[src/rtl/dual_tx_pkg.sv]
package dual_tx_pkg;
  localparam int NCH = 2;
  localparam logic [3:0] A_CTRL  = 4'd0;
  localparam logic [3:0] A_MODE  = 4'd1;
  localparam logic [3:0] A_CHSEL = 4'd2;
  localparam logic [3:0] A_DATA  = 4'd3;
  localparam logic [3:0] A_LEN0  = 4'd4;
  localparam logic [3:0] A_LEN1  = 4'd5;
  localparam logic [3:0] A_CMD0  = 4'd6;
  localparam logic [3:0] A_CMD1  = 4'd7;
  localparam logic [3:0] A_IEN   = 4'd8;
  localparam logic [3:0] A_ISTA  = 4'd9;
  localparam int CTRL_TXEN_BIT = 0;
  localparam int CTRL_SRST_BIT = 1;
endpackage

[src/rtl/tx_byte_fifo.sv]
module tx_byte_fifo #(
  parameter int DEPTH = 16
) (
  input  logic                       clk,
  input  logic                       rst,
  input  logic                       flush,
  input  logic                       push,
  input  logic [31:0]                push_word,
  input  logic                       pop,
  output logic [7:0]                 rd_byte,
  output logic [$clog2(DEPTH):0]     fill
);
  localparam int WORDS = DEPTH / 4;
  localparam int BPW   = $clog2(DEPTH);
  localparam int WPW   = $clog2(WORDS);
  localparam int FW    = BPW + 1;

  logic [31:0]    mem [WORDS];
  logic [WPW-1:0] wptr_q;
  logic [BPW-1:0] rptr_q;
  logic [FW-1:0]  fill_q;

  always_ff @(posedge clk) begin
    if (push) mem[wptr_q] <= push_word;
  end

  always_ff @(posedge clk) begin
    if (rst || flush) begin
      wptr_q <= '0;
      rptr_q <= '0;
      fill_q <= '0;
    end else begin
      if (push) wptr_q <= wptr_q + 1'b1;
      if (pop)  rptr_q <= rptr_q + 1'b1;
      fill_q <= fill_q + (push ? FW'(4) : FW'(0)) - (pop ? FW'(1) : FW'(0));
    end
  end

  assign rd_byte = mem[rptr_q[BPW-1:2]][{rptr_q[1:0], 3'b000} +: 8];
  assign fill    = fill_q;


  no_overflow_chk: assert property (@(posedge clk) disable iff (rst)
    fill_q <= FW'(DEPTH));
endmodule

[src/rtl/tx_stream_out.sv]
module tx_stream_out #(
  parameter int LW = 5
) (
  input  logic                 clk,
  input  logic                 rst,
  input  logic                 abort,
  input  logic                 start_req,
  input  logic                 start_ch,
  input  logic [LW-1:0]        start_len,
  input  logic [1:0][7:0]      byte_in,
  output logic [1:0]           pop_o,
  output logic                 busy_o,
  output logic                 done_o,
  output logic                 done_ch_o,
  output logic                 out_valid,
  output logic [7:0]           out_data,
  output logic                 out_last,
  input  logic                 out_ready
);
  logic          busy_q, ch_q;
  logic [LW-1:0] remain_q;

  logic advance, finishing, load;
  assign advance   = busy_q && (!out_valid || out_ready);
  assign finishing = out_valid && out_ready && out_last;
  assign load      = advance && !finishing && (remain_q != '0);

  always_comb begin
    pop_o = 2'b00;
    if (load && !abort) pop_o[ch_q] = 1'b1;
  end

  always_ff @(posedge clk) begin
    if (rst || abort) begin
      busy_q    <= 1'b0;
      ch_q      <= 1'b0;
      remain_q  <= '0;
      done_o    <= 1'b0;
      done_ch_o <= 1'b0;
      out_valid <= 1'b0;
      out_data  <= '0;
      out_last  <= 1'b0;
    end else begin
      done_o <= 1'b0;
      if (start_req) begin
        busy_q   <= 1'b1;
        ch_q     <= start_ch;
        remain_q <= start_len;
      end
      if (advance) begin
        if (finishing) begin
          busy_q    <= 1'b0;
          out_valid <= 1'b0;
          out_last  <= 1'b0;
          done_o    <= 1'b1;
          done_ch_o <= ch_q;
        end else if (remain_q != '0) begin
          out_valid <= 1'b1;
          out_data  <= byte_in[ch_q];
          out_last  <= (remain_q == LW'(1));
          remain_q  <= remain_q - 1'b1;
        end else begin
          out_valid <= 1'b0;
        end
      end
    end
  end

  assign busy_o = busy_q;


  hold_stable_chk: assert property (@(posedge clk) disable iff (rst)
    (out_valid && !out_ready && !abort) |=>
      (out_valid && $stable(out_data) && $stable(out_last)));
endmodule

[src/rtl/dual_tx_fifo_ctrl.sv]
module dual_tx_fifo_ctrl
  import dual_tx_pkg::*;
#(
  parameter int FIFO_BYTES = 16
) (
  input  logic        clk,
  input  logic        rst,
  input  logic        wr_en,
  input  logic [3:0]  wr_addr,
  input  logic [31:0] wr_data,
  input  logic        rd_en,
  input  logic [3:0]  rd_addr,
  output logic [31:0] rd_data,
  output logic        tx_valid,
  output logic [7:0]  tx_data,
  output logic        tx_last,
  input  logic        tx_ready,
  output logic        irq
);
  localparam int LW = $clog2(FIFO_BYTES) + 1;

  logic [7:0]          ctrl_q, mode_q;
  logic                chsel_q;
  logic [NCH-1:0][LW-1:0] len_q;
  logic [NCH-1:0]      ien_q, ista_q, ien_d, ista_d;
  logic                irq_q;

  logic [NCH-1:0][LW-1:0] fill_w, eff_len;
  logic [NCH-1:0][7:0]    byte_w;
  logic [NCH-1:0]         push_w, pop_w, flush_w;
  logic                   busy, tx_done, done_ch;
  logic                   soft_rst, data_wr, start_go, start_ch;

  assign soft_rst = wr_en && (wr_addr == A_CTRL) && wr_data[CTRL_SRST_BIT];
  assign data_wr  = wr_en && (wr_addr == A_DATA) && !soft_rst;

  genvar c;
  generate
    for (c = 0; c < NCH; c++) begin : g_ch
      assign push_w[c]  = data_wr && (chsel_q == c[0]) &&
                          (fill_w[c] <= LW'(FIFO_BYTES - 4));
      assign flush_w[c] = soft_rst || (tx_done && (done_ch == c[0]));
      assign eff_len[c] = (len_q[c] < fill_w[c]) ? len_q[c] : fill_w[c];

      tx_byte_fifo #(.DEPTH(FIFO_BYTES)) u_fifo (
        .clk(clk), .rst(rst), .flush(flush_w[c]),
        .push(push_w[c]), .push_word(wr_data),
        .pop(pop_w[c]), .rd_byte(byte_w[c]), .fill(fill_w[c]));

      always_ff @(posedge clk) begin
        if (rst || soft_rst) len_q[c] <= '0;
        else if (wr_en && (wr_addr == A_LEN0 + 4'(c)))
          len_q[c] <= (wr_data > 32'(FIFO_BYTES)) ? LW'(FIFO_BYTES) : wr_data[LW-1:0];
        else if (tx_done && (done_ch == c[0])) len_q[c] <= '0;
      end
    end
  endgenerate

  always_comb begin
    start_ch = (wr_addr == A_CMD1);
    start_go = wr_en && ((wr_addr == A_CMD0) || (wr_addr == A_CMD1)) &&
               wr_data[0] && ctrl_q[CTRL_TXEN_BIT] && !busy && !tx_done &&
               (eff_len[start_ch] != '0);
  end

  tx_stream_out #(.LW(LW)) u_out (
    .clk(clk), .rst(rst), .abort(soft_rst),
    .start_req(start_go), .start_ch(start_ch), .start_len(eff_len[start_ch]),
    .byte_in(byte_w), .pop_o(pop_w), .busy_o(busy),
    .done_o(tx_done), .done_ch_o(done_ch),
    .out_valid(tx_valid), .out_data(tx_data), .out_last(tx_last),
    .out_ready(tx_ready));

  always_comb begin
    ien_d  = ien_q;
    ista_d = ista_q;
    if (wr_en && wr_addr == A_IEN)  ien_d  = wr_data[NCH-1:0];
    if (wr_en && wr_addr == A_ISTA) ista_d = ista_q & ~wr_data[NCH-1:0];
    if (tx_done) ista_d[done_ch] = 1'b1;
    if (soft_rst) begin
      ien_d  = '0;
      ista_d = '0;
    end
  end

  always_ff @(posedge clk) begin
    if (rst) begin
      ctrl_q  <= '0;
      mode_q  <= '0;
      chsel_q <= 1'b0;
      ien_q   <= '0;
      ista_q  <= '0;
      irq_q   <= 1'b0;
    end else begin
      ien_q  <= ien_d;
      ista_q <= ista_d;
      irq_q  <= |(ien_d & ista_d);
      if (wr_en && wr_addr == A_CTRL)
        ctrl_q <= wr_data[7:0] & ~(8'd1 << CTRL_SRST_BIT);
      if (soft_rst) begin
        mode_q  <= '0;
        chsel_q <= 1'b0;
      end else begin
        if (wr_en && wr_addr == A_MODE)  mode_q  <= wr_data[7:0];
        if (wr_en && wr_addr == A_CHSEL) chsel_q <= (wr_data < 32'd2) ? wr_data[0] : 1'b0;
      end
    end
  end

  always_ff @(posedge clk) begin
    if (rst) rd_data <= '0;
    else if (rd_en) begin
      case (rd_addr)
        A_CTRL:  rd_data <= 32'(ctrl_q);
        A_MODE:  rd_data <= 32'(mode_q);
        A_CHSEL: rd_data <= 32'(chsel_q);
        A_LEN0:  rd_data <= 32'(len_q[0]);
        A_LEN1:  rd_data <= 32'(len_q[1]);
        A_CMD0:  rd_data <= 32'(fill_w[0]);
        A_CMD1:  rd_data <= 32'(fill_w[1]);
        A_IEN:   rd_data <= 32'(ien_q);
        A_ISTA:  rd_data <= 32'(ista_q);
        default: rd_data <= '0;
      endcase
    end
  end

  assign irq = irq_q;


  chsel_map_chk: assert property (@(posedge clk) disable iff (rst)
    (wr_en && wr_addr == A_CHSEL && wr_data >= 32'd2) |=> (chsel_q == 1'b0));

  len_clamp_chk: assert property (@(posedge clk) disable iff (rst)
    (len_q[0] <= LW'(FIFO_BYTES)) && (len_q[1] <= LW'(FIFO_BYTES)));

  no_start_when_off_chk: assert property (@(posedge clk) disable iff (rst)
    (!ctrl_q[CTRL_TXEN_BIT] && !busy) |=> !busy);

  done_flush_chk: assert property (@(posedge clk) disable iff (rst)
    (tx_done && !soft_rst) |=> (fill_w[$past(done_ch)] == '0 && ista_q[$past(done_ch)]));

  irq_level_chk: assert property (@(posedge clk) disable iff (rst)
    irq == |(ista_q & ien_q));
endmodule

[config.mk]
export PLATFORM = sky130hd
export DESIGN_NAME = dual_tx_fifo_ctrl
export DESIGN_NICKNAME = d
export VERILOG_FILES = /design/src/rtl/dual_tx_pkg.sv /design/src/rtl/tx_byte_fifo.sv /design/src/rtl/tx_stream_out.sv /design/src/rtl/dual_tx_fifo_ctrl.sv
export SDC_FILE = /design/constraint.sdc
export NUM_CORES = 1
export LEC_CHECK = 0
export BUFFER_PORTS_ARGS = -buffer_cell sky130_fd_sc_hd__clkbuf_2
export CAP_MARGIN = 30
export CORE_ASPECT_RATIO = 0.75
export CORE_MARGIN = 4
export CORE_UTILIZATION = 35
export DETAILED_ROUTE_END_ITERATION = 10
export GPL_TIMING_DRIVEN = 0
export PLACE_DENSITY = 0.51
export SETUP_SLACK_MARGIN = 0.05
export SLEW_MARGIN = 20
export SYNTH_ARGS = -nofsm -noshare
export SYNTH_HDL_FRONTEND = slang
export SYNTH_SLANG_ARGS = --single-unit
[constraint.sdc]
create_clock -name clk -period 4.2 [get_ports clk]
set_input_delay 0.84 -clock clk [delete_from_list [all_inputs] [get_ports clk]]
set_output_delay 0.84 -clock clk [all_outputs]
set_load 0.05 [all_outputs]
==> results.rst, run 1 <==
.. list-table::
   :header-rows: 1

   * - Metric
     - Value
   * - Run status
     - completed
   * - Fraction of power consumed by sequential logic
     - 0.505
   * - Share of synthesized area occupied by flip-flops and latches
     - 0.646
   * - Filler-free cell count of the finished design
     - ~1600
   * - Utilization of the core after routing
     - 0.416
   * - Peak clock frequency supported by timing
     - between 0.3 and 0.4 GHz
   * - Count of yosys warnings during synthesis
     - 0
   * - Antenna violations before repair
     - 0
   * - Final Hold Viols
     - 0
   * - Number of core rows
     - 64
   * - Number of antenna diodes
     - 0
   * - Nets
     - around 1200
   * - Proportion of power drawn by combinational gates
     - 0.041
   * - Placed cell areas
     - ~0.016 sq mm
   * - Maximum clock path buffer count
     - 3
   * - CTS clock-pin slew for the worst setup and hold paths
     - about 0.060 ns
   * - Fraction of final layout cells sized beyond drive strength 1
     - 0.228
   * - TritonCTS clock tree
     - yes
   * - Pin count of the biggest net entering global routing
     - 24
   * - Slew at the pin closest to its max-slew limit
     - ~1.0 ns
   * - Slew HR
     - 0.301
   * - Type of destination of the critical path
     - flip-flop
   * - Type of origin of the critical path
     - input port
   * - Largest area contributor in the netlist
     - edfxtp_1
   * - Input/output buffers
     - a little over 60
   * - Post-Place Worst Slack
     - 0.351 ns
   * - Synthesized area
     - between 0.01 and 0.015 sq mm
   * - Setup violators final
     - 0
   * - Count of unique library cells instantiated by Yosys
     - just over 60
   * - Register bit total from synthesis
     - between 300 and 400
   * - Mean routed wirelength per cell
     - between 20 and 25 um
   * - Max capacitance violation total
     - 0
   * - Total via count in the routed design
     - ~8700
   * - Number of DRC violations after detailed-routing iteration 0
     - 844
   * - Worst Setup Slack, final
     - roughly 0.91 ns
   * - Path type of the worst setup path
     - input port to flip-flop
   * - Proportion of synthesized flip-flops having asynchronous set or reset
     - 0
   * - Total number of clock tree sinks
     - 340
   * - Data arrival time of the worst path
     - 3.69 ns
   * - Cell types occupying the most area after synthesis
     - edfxtp_1 53%, mux4_2 13%, dfxtp_1 12%, ha_1 2.8%, mux2i_1 1.7%
   * - Design area
     - roughly 0.017 sq mm
   * - Hold Slack
     - roughly 0.45 ns
   * - Shortest clock period the worst path allows after layout
     - 3.29 ns
   * - DR pass1 iterations
     - 7
   * - Share of the synthesized area in the top cell type
     - 0.530
   * - Global router's overall resource usage
     - 0.171
   * - Height of the die
     - 184 um
   * - Post-route met1 wirelength
     - 18200 um
   * - EDFF count, synth
     - roughly 260
   * - GP Congestion
     - 0.833
   * - Dominant synthesized flop cell
     - edfxtp_1
   * - Final ANT Viol Nets
     - 0
   * - Clk network pwr share
     - 0.454
   * - Post-Synthesis Mean Instance Area
     - 15.2 sq um
   * - Post-CTS Setup Repair Bufs
     - 0
   * - Starting density of the core
     - 0.355
   * - Worst ir drop on vdd
     - roughly 340 uV
   * - Highest metal layer used by the detailed router
     - met4
   * - Count of mapped cells out of synthesis
     - approximately 950
   * - Clk root buf
     - clkbuf_16
   * - Internal Dissipation
     - approximately 5.7 mW
   * - Register-to-register path setup slack
     - between 1 and 1.5 ns
   * - Max-slew violation total from the final report
     - 0
   * - Placed wire-length estimate
     - 25900 um
   * - Area overhead of the layout relative to synthesis
     - 17.1%
   * - Static Leakage
     - roughly 5.6 nW
   * - Clock latency at the later pin of the worst-skew pair
     - ~0.53 ns
   * - Via count of the first global-routing pass
     - between 8000 and 9000
   * - Required time at the endpoint of the critical path
     - around 4.6 ns
   * - DIE AREA
     - roughly 0.045 sq mm
   * - Chip Width
     - between 200 and 250 um
   * - Num CTS Buffers
     - 37
   * - Final worst-path cycle share
     - 0.784
   * - Switching part of the total power
     - 0.214
   * - Core area
     - about 0.04 sq mm
   * - Post-Route Skew
     - between 0.02 and 0.025 ns
   * - Max H-tree Level
     - 2
   * - Cts repair resizes
     - 0
   * - Cell count after placement
     - between 1500 and 2000
   * - Power density of the placed cells
     - between 400 and 500 mW/mm^2
   * - Post-detailed-route via-to-cell ratio
     - roughly 5.3
   * - Met3 layer wire length in the routed design
     - around 2400 um
   * - Number of ports placed on the die boundary
     - slightly below 90
   * - Hold-fix buffers, CTS
     - 0
   * - Global-route wire length before repair
     - 57200 um
   * - Post-detailed-route DRC marker count
     - 0
   * - Post-detailed-routing wire length
     - ~38000 um
   * - Total overflow reported by the global router
     - 0
   * - Metal2 WL
     - 17000 um
   * - Maximum fanout encountered on the critical timing path
     - 7
   * - Unrepaired setup endpoints after global routing
     - no
   * - Type of the tightest min-delay check
     - flip-flop to flip-flop
   * - NetSw
     - between 1.5 and 2 mW
-- worst max-delay path: stages --
cell,delay (ns)
clkbuf_2,0.12
nor3b_1,0.36
nand3_1,0.31
nor4b_2,0.74
inv_1,0.11
ha_1,0.34
inv_1,0.05
ha_1,0.26
a21o_1,0.18
a21oi_1,0.17
xor2_1,0.16
nor2_1,0.06
-- registers in the layout, summed over array words and instances, names as in the netlist, named ones only --
register            flops
u_out.done_ch_o         1
g_ch.u_fifo.wptr_q      4
ctrl_q                  7
chsel_q                 1
len_q                  10
rd_data                 8
g_ch.u_fifo.fill       10
u_out.busy_o            1
u_out.remain_q          5
u_out.ch_q              1
irq                     1
u_out.out_data          8
ista_q                  2
ien_q                   2
mode_q                  8
g_ch.u_fifo.rptr_q      8
u_out.done_o            1
g_ch.u_fifo.mem       256
u_out.out_valid         1
u_out.out_last          1
-- final timing paths --
path                                      from                                end  depth (start not counted)
max reg2reg  g_ch[0].u_fifo.fill[4]$_SDFF_PP0_            u_out.busy_o$_SDFF_PP0_                          8
min reg2reg             mode_q[3]$_SDFFE_PP0P_             mode_q[3]$_SDFFE_PP0P_                          2
max                                 wr_addr[3]  g_ch[1].u_fifo.fill[4]$_SDFF_PP0_                         12
min                     mode_q[3]$_SDFFE_PP0P_             mode_q[3]$_SDFFE_PP0P_                          2
-- cell usage in the layout (no fill, tap or decap), types with 24 or more instances in the layout --
master,instances
a21oi_1,44
clkbuf_16,39
conb_1,24
nand2_1,53
mux2i_1,24
buf_4,24
edfxtp_1,256
mux4_2,81
dfxtp_1,84
inv_1,31
nor2_1,64
nand3_1,24
clkbuf_2,61
clkbuf_1,45
ha_1,32
-- metal layers --
metal,vias to the layer above,GRT usage
li1,3938,-
met1,4408,0.255
met2,261,0.261
met3,48,0.0339
met4,0,0.0353
met5,-,0
-- stage by stage --
stage,TNS [ns],total power [mW]
floorplan,0,3.88
global placement,-139.67,3.99
detailed placement,0,4.00
CTS,0,7.27
global route,0,7.46
finish,0,7.19
-- area by class of cell --
class / instances / area, sq um
plain buffers: 67 / 350
clock buffers: 55 / 1070
clock inverters: 13 / 144
fillers: 3697 / 23900
inverters: 31 / 116
multi-input cells: 538 / 4760
flip-flops and latches: 340 / 9370
well taps: 528 / 661
repair buffers: 74 / 509
-- power groups by stage --
stage	sequential (mW)	combinational (mW)	clock, mW
3_5_place_dp	3.70	0.297	0
2_1_floorplan	3.70	0.176	0
4_1_cts	3.63	0.297	3.35
3_3_place_gp	3.70	0.290	0
5_1_grt	3.63	0.326	3.51
6_report	3.63	0.297	3.26
-- synth_stat cells, types with 8 or more instances --
cell type and n:
a211oi_1 11, nor2b_1 17, nor4_1 10, mux2i_1 24
a21oi_1 44, a31oi_1 8, nor2_1 64, nand2_1 53
o21ai_0 17, dfxtp_1 84, ha_1 32, and2_1 13
mux4_2 81, clkbuf_1 32, buf_4 24, nor3_1 12
inv_1 31, nand3_1 24, a22oi_1 9, edfxtp_1 256
-- cells by family (layout without fill, tap and decap cells) --
logic type | after synthesis | count (layout) | share of synthesized area
fa+ha+maj | 34 | 34 | 0.0304
buf+inv | 98 | 240 | 0.0321
compound gates | 128 | 128 | 0.0580
other cells | 1 | 24 | 0.000259
mux | 111 | 111 | 0.147
xor+xnor | 13 | 13 | 0.00786
simple gates | 228 | 228 | 0.0779
flops | 340 | 340 | 0.646
Note: power is estimated with default switching activity, not from simulation.
==> run 2: changes to the inputs <==
PLACE_DENSITY = 0.53   (was 0.51)
clock period = 2.8 ns   (was 4.2 ns; I/O delays follow)
==> results.rst, run 2 (same netlist as run 1, synthesis figures left out) <==
.. list-table::
   :header-rows: 1

   * - Metric
     - Value
   * - FF-to-FF End
     - u_out.busy_o$_SDFF_PP0_
   * - Input/output buffers
     - 61
   * - Number of core rows
     - 64
   * - Post-detailed-routing wire length
     - 36900 um
   * - GP Congestion
     - between 0.8 and 0.9
   * - Utilization of the core after routing
     - 0.423
   * - Filler-free cell count of the finished design
     - approximately 1700
   * - Starting density of the core
     - 0.355
   * - Via count of the first global-routing pass
     - between 8000 and 9000
   * - Slew at the pin closest to its max-slew limit
     - between 0.9 and 1 ns
   * - Maximum fanout encountered on the critical timing path
     - 5
   * - Design area
     - between 0.015 and 0.02 sq mm
   * - Max reg flops
     - roughly 260
   * - Total overflow reported by the global router
     - 0
   * - Mean routed wirelength per cell
     - between 20 and 25 um
   * - Total negative setup slack
     - 0 ns
   * - Clk root buf
     - clkbuf_16
   * - Worst Setup Slack, final
     - 0.115 ns
   * - Placed cell areas
     - roughly 0.016 sq mm
   * - Run status
     - completed
   * - Required time at the endpoint of the critical path
     - 3.23 ns
   * - Total via count in the routed design
     - 8692
   * - Register with the highest flop count
     - g_ch.u_fifo.mem
   * - Type of the tightest min-delay check
     - input port to flip-flop
   * - Num CTS Buffers
     - 37
   * - Number of antenna diodes
     - 0
   * - Hold-fix buffers, CTS
     - 0
   * - Type of origin of the critical path
     - flip-flop
   * - Total number of clock tree sinks
     - 340
   * - Max capacitance violation total
     - 0
   * - Chip Width
     - 243 um
   * - Post-Place Worst Slack
     - -0.720 ns
   * - Worst min-delay path startpoint
     - wr_data[10]
   * - Reg2reg path depth
     - 7
   * - TritonCTS clock tree
     - yes
   * - Leading cell type in the layout, fill and taps excluded
     - edfxtp_1
   * - Height of the die
     - around 180 um
   * - Final ANT Viol Nets
     - 0
   * - Core area
     - 0.0408 sq mm
   * - Global router's overall resource usage
     - 0.166
   * - Final worst-path cycle share
     - 0.959
   * - Clock latency at the later pin of the worst-skew pair
     - 0.53 ns
   * - Antenna violations before repair
     - 1
   * - Post-detailed-route via-to-cell ratio
     - approximately 5.2
   * - Shortest clock period the worst path allows after layout
     - ~2.7 ns
   * - Number of ports placed on the die boundary
     - 88
   * - Maximum clock path buffer count
     - 3
   * - Final Hold Viols
     - 0
   * - Slew HR
     - 0.359
   * - Cell count of the worst hold path
     - 1
   * - Peak clock frequency supported by timing
     - roughly 0.37 GHz
   * - Max H-tree Level
     - 2
   * - Nets
     - between 1000 and 1500
   * - Unrepaired setup endpoints after global routing
     - yes
   * - Area overhead of the layout relative to synthesis
     - 19.3%
   * - Beginning of the worst register-to-register path
     - len_q[6]$_SDFFE_PP0P_
   * - DIE AREA
     - between 0.04 and 0.05 sq mm
   * - Static Leakage
     - about 5.7 nW
   * - Most used cells in the layout excluding fill and tap cells
     - 256 x edfxtp_1, 81 x mux4_2, 72 x dfxtp_1
   * - Register-to-register path setup slack
     - 0.12 ns
   * - Setup violators final
     - 0
   * - Number of DRC violations after detailed-routing iteration 0
     - 680
   * - Data arrival time of the worst path
     - about 3.1 ns
   * - Placed wire-length estimate
     - between 20000 and 30000 um
   * - Worst ir drop on vdd
     - 426 uV
   * - Fraction of final layout cells sized beyond drive strength 1
     - 0.266
   * - Pin count of the biggest net entering global routing
     - 33
   * - Terminating pin of the worst hold path
     - g_ch[0].u_fifo.mem[0][10]$_DFFE_PP_
   * - Cell count after placement
     - 1571
   * - Power density of the placed cells
     - ~630 mW/mm^2
   * - CTS clock-pin slew for the worst setup and hold paths
     - around 0.06 ns
   * - Max-slew violation total from the final report
     - 0
   * - Path type of the worst setup path
     - flip-flop to flip-flop
   * - DR pass1 iterations
     - 5
   * - Post-detailed-route DRC marker count
     - 0
   * - Global-route wire length before repair
     - roughly 56000 um
   * - Post-Route Skew
     - 0.0209 ns
   * - Type of destination of the critical path
     - flip-flop
==> run 2: cell types whose count changed in the layout (fill, tap and decap cells not counted), sizes merged <==
cell,change
bufinv,+2
clkbuf,-8
clkinv,+3
clkinvlp,+1
buf,+15
==> run 2: worst max-delay path: stages (launching register included) <==
cell      delay, ns
dfxtp_2        0.43
ha_4           0.23
a2111o_1       0.43
buf_6          0.16
a2111o_1       0.37
o2111a_1       0.17
o41a_1         0.54
o211a_1        0.25
==> run 2: per-stage QoR <==
stage / power (mW) / hold slack (ns)
6_report: 10.9 / 0.327
5_1_grt: 11.3 / 0.330
4_1_cts: 11.0 / 0.306
3_5_place_dp: 5.99 / 0.448
3_3_place_gp: 5.99 / 0.442
2_1_floorplan: 5.81 / 0.433
==> run 2: routing by layer <==
layer | up-vias | global-route usage | routed length [um]
li1 | 3955 | - | -
met1 | 4419 | 0.247 | 17600
met2 | 274 | 0.255 | 16600
met3 | 44 | 0.0278 | 2090
met4 | 0 | 0.0390 | 642
met5 | - | 0 | 0
==> run 2: layout make-up <==
class                      count  area (sq um)
sequential                   340          9400
tap                          528           661
clock buffer                  49          1010
buffer                        65           360
inverter                      31           116
clock inverter                19           224
multi-input combinational    538          4910
timing repair buffer          89           609
fill                        3719         23500
==> run 2: where the power goes <==
| group | switching (mW) | leakage, nW | total, mW | internal (mW) |
|---|---|---|---|---|
| logic | 0.343 | 2.16 | 0.491 | 0.148 |
| registers | 0.0176 | 2.99 | 5.45 | 5.43 |
| clock network | 1.95 | 0.599 | 4.97 | 3.02 |
| total | 2.31 | 5.75 | 10.9 | 8.59 |
==> run 2: worst max path at each step <==
| stage | cells past startpoint | from | end | slack [ns] |
|---|---|---|---|---|
| floorplan | 11 | wr_addr[3] | g_ch[1].u_fifo.fill[4]$_SDFF_PP0_ | -0.03 |
| global placement | 5 | wr_addr[3] | g_ch[0].u_fifo.mem[1][18]$_DFFE_PP_ | -1.16 |
| detailed placement | 12 | wr_addr[3] | g_ch[1].u_fifo.fill[4]$_SDFF_PP0_ | -0.72 |
| CTS | 8 | g_ch[0].u_fifo.fill[4]$_SDFF_PP0_ | u_out.busy_o$_SDFF_PP0_ | 0.07 |
| global route | 8 | len_q[7]$_SDFFE_PP0P_ | u_out.busy_o$_SDFF_PP0_ | 0.02 |
| finish | 7 | len_q[6]$_SDFFE_PP0P_ | u_out.busy_o$_SDFF_PP0_ | 0.12 |
==> run 2: repair_timing <==
item | CTS | global route
resized for setup | 30 | 21
pin swaps | 4 | 11
setup endpoints to repair | 144 | 58
cloned | 0 | 0
setup buffers | 6 | 13
==> run 3: changes to the inputs <==
ABC_AREA = 1   (was default)
TNS_END_PERCENT = 20   (was default)
==> results.rst, run 3 <==
.. list-table::
   :header-rows: 1

   * - Metric
     - Value
   * - Run status
     - completed
   * - Static Leakage
     - 6.02 nW
   * - Proportion of synthesized flip-flops having asynchronous set or reset
     - 0
   * - Synthesized area
     - between 0.01 and 0.015 sq mm
   * - Post-detailed-route via-to-cell ratio
     - 5.21
   * - Pin count of the biggest net entering global routing
     - 24
   * - Worst ir drop on vdd
     - about 430 uV
   * - Clk root buf
     - clkbuf_16
   * - Area overhead of the layout relative to synthesis
     - 17.0%
   * - Total number of clock tree sinks
     - 340
   * - Dominant synthesized flop cell
     - edfxtp_1
   * - Utilization of the core after routing
     - 0.419
   * - Input/output buffers
     - 61
   * - Dominant cell by count in the synthesized netlist
     - edfxtp_1
   * - TritonCTS clock tree
     - yes
   * - Peak clock frequency supported by timing
     - between 0.3 and 0.4 GHz
   * - Chip Width
     - about 250 um
   * - Required time at the endpoint of the critical path
     - 3.26 ns
   * - Type of the tightest min-delay check
     - input port to flip-flop
   * - Max capacitance violation total
     - 0
   * - Slew at the pin closest to its max-slew limit
     - 0.868 ns
   * - Post-detailed-routing wire length
     - roughly 44000 um
   * - Leading cell types by count after synthesis
     - 256 x edfxtp_1, 202 x nor2_1, 156 x nand2_1
   * - Shortest clock period the worst path allows after layout
     - between 2 and 3 ns
   * - Register with the highest flop count
     - g_ch.u_fifo.mem
   * - Post-Route Skew
     - 0.0261 ns
   * - Power density of the placed cells
     - around 620 mW/mm^2
   * - DR pass1 iterations
     - 5
   * - Count of yosys warnings during synthesis
     - 0
   * - Met3 layer wire length in the routed design
     - approximately 4400 um
   * - Number of DRC violations after detailed-routing iteration 0
     - ~1000
   * - GP Congestion
     - around 0.91
   * - Slew HR
     - 0.421
   * - Clock latency at the later pin of the worst-skew pair
     - approximately 0.54 ns
   * - Core area
     - roughly 0.041 sq mm
   * - Number of core rows
     - 64
   * - Global router's overall resource usage
     - 0.194
   * - Path type of the worst setup path
     - flip-flop to flip-flop
   * - EDFF count, synth
     - 256
   * - Number of ports placed on the die boundary
     - 88
   * - Num CTS Buffers
     - 38
   * - Largest area contributor in the netlist
     - edfxtp_1
   * - Type of origin of the critical path
     - flip-flop
   * - Final worst-path cycle share
     - 0.920
   * - Hold-fix buffers, CTS
     - 0
   * - Count of unique library cells instantiated by Yosys
     - 51
   * - Nets
     - roughly 1600
   * - Final ANT Viol Nets
     - 0
   * - Mean routed wirelength per cell
     - 21.2 um
   * - Via count of the first global-routing pass
     - roughly 11000
   * - Global-route wire length before repair
     - roughly 66000 um
   * - Post-Synthesis Mean Instance Area
     - ~11 sq um
   * - Share of the synthesized area in the top cell type
     - 0.520
   * - Placed wire-length estimate
     - ~32000 um
   * - Starting density of the core
     - 0.358
   * - Count of mapped cells out of synthesis
     - between 1000 and 1500
   * - Cell types occupying the most area after synthesis
     - edfxtp_1 52%, dfxtp_1 11%, nor2_1 5.1%, o21ai_0 4.9%, nand2_1 4.0%
   * - Total overflow reported by the global router
     - 0
   * - Metal2 WL
     - approximately 18000 um
   * - Number of antenna diodes
     - 0
   * - Maximum clock path buffer count
     - 3
   * - Data arrival time of the worst path
     - 3.04 ns
   * - Type of destination of the critical path
     - flip-flop
   * - Max reg flops
     - about 260
   * - Post-route met1 wirelength
     - 20800 um
   * - Fillcell total
     - between 3000 and 4000
   * - Unrepaired setup endpoints after global routing
     - no
   * - Setup violators final
     - 0
   * - Max H-tree Level
     - 2
   * - CTS clock-pin slew for the worst setup and hold paths
     - about 0.06 ns
   * - Height of the die
     - 186 um
   * - Share of synthesized area occupied by flip-flops and latches
     - 0.634
   * - Register bit total from synthesis
     - 340
   * - Fraction of final layout cells sized beyond drive strength 1
     - 0.144
   * - Hold Slack
     - around 0.34 ns
   * - Max-slew violation total from the final report
     - 0
   * - Highest metal layer used by the detailed router
     - met4
   * - DIE AREA
     - 0.0456 sq mm
   * - Leading cell type in the layout, fill and taps excluded
     - edfxtp_1
   * - Antenna violations before repair
     - 3
   * - Post-detailed-route DRC marker count
     - 0
   * - Maximum fanout encountered on the critical timing path
     - 9
   * - Final Hold Viols
     - 0
   * - Total via count in the routed design
     - between 10000 and 15000
   * - Most used cells in the layout excluding fill and tap cells
     - 256 x edfxtp_1, 193 x nor2_1, 156 x nand2_1
## run 3: changes by cell type in the layout (fill, tap and decap cells not counted), sizes merged, moves of 16 or more
| cell | change |
|---|---|
| nand4 | +18 |
| mux4 | -81 |
| mux2i | -24 |
| nand3 | +37 |
| o221ai | +38 |
| a21oi | +22 |
| nor2b | -18 |
| inv | +76 |
| o21ai | +129 |
| nand2 | +116 |
| nor2 | +147 |
| o22ai | +27 |
| buf | -16 |
## run 3: per-layer routing
layer / vias up / global-route usage
li1: 5134 / -
met1: 5295 / 0.294
met2: 450 / 0.279
met3: 55 / 0.0510
met4: 0 / 0.0415
met5: - / 0
## run 3: report_power, final
part / internal, mW / total (mW) / switching, mW
clock network: 2.70 / 4.74 / 2.04
logic: 0.172 / 0.618 / 0.446
registers: 5.44 / 5.45 / 0.0136
## run 3: worst paths after layout
kind | cells after the start | start | slack [ns] | endpoint
max | 13 | u_out.remain_q[0]$_SDFF_PP0_ | 0.23 | g_ch[1].u_fifo.fill[2]$_SDFF_PP0_
max reg2reg | 13 | u_out.remain_q[0]$_SDFF_PP0_ | 0.23 | g_ch[1].u_fifo.fill[2]$_SDFF_PP0_
min | 1 | wr_data[23] | 0.34 | g_ch[1].u_fifo.mem[3][23]$_DFFE_PP_
min reg2reg | 2 | rd_data[1]$_SDFFE_PP0P_ | 0.46 | rd_data[1]$_SDFFE_PP0P_
## run 3: cells by family (layout without fill, tap and decap cells)
| family | after synthesis | in the layout | synth area share |
|---|---|---|---|
| and+or+nand+nor | 484 | 484 | 0.147 |
| DFF | 340 | 340 | 0.634 |
| AOI/OAI and AO/OA | 318 | 318 | 0.129 |
| buffers and inverters | 191 | 330 | 0.0563 |
| adders and majority gates | 34 | 34 | 0.0298 |
| xor gates and xnor gates | 6 | 6 | 0.00356 |
| other | 1 | 24 | 0.000254 |
## run 3: timing repair
action                                  in CTS  in global routing
setup buffers                                0                  0
pin swaps                                    0                  2
endpoints found under the setup margin      22                 10
resized for setup                            2                  6
## run 3: worst max-delay path, stage by stage (launching register included)
cell and delay (ns):
dfxtp_1 0.38, inv_1 0.08, ha_1 0.22, nand2_1 0.09, nor2_1 0.05, inv_1 0.07
nand2_2 0.17, nor3_4 0.40, ha_1 0.24, inv_1 0.04, ha_1 0.18, inv_1 0.07
fa_1 0.42, nor2_1 0.10
## run 3: per-stage QoR
stage / cell area (sq um) / total power, mW / instances / setup slack [ns] / TNS (ns)
6_report: 17300 / 10.8 / 2097 / 0.225 / 0
5_1_grt: 17300 / 11.2 / 2097 / 0.0536 / 0
4_1_cts: 17300 / 10.9 / 2097 / 0.0852 / 0
3_5_place_dp: 16100 / 6.17 / 2027 / -0.627 / -95.46
3_3_place_gp: 15900 / 6.16 / 2019 / -2.37 / -575.55
2_1_floorplan: 14900 / 5.96 / 1397 / -0.418 / -88.72
## run 3: area by class of cell
| class | count | area (sq um) | area share |
|---|---|---|---|
| buffer | 77 | 402 | 0.0232 |
| clock buffer | 45 | 977 | 0.0565 |
| clock inverter | 25 | 194 | 0.0112 |
| inverter | 114 | 454 | 0.0263 |
| multi-input combinational | 866 | 4720 | 0.273 |
| sequential | 340 | 9370 | 0.542 |
| tap | 561 | 702 | 0.0406 |
| timing repair buffer | 69 | 473 | 0.0274 |
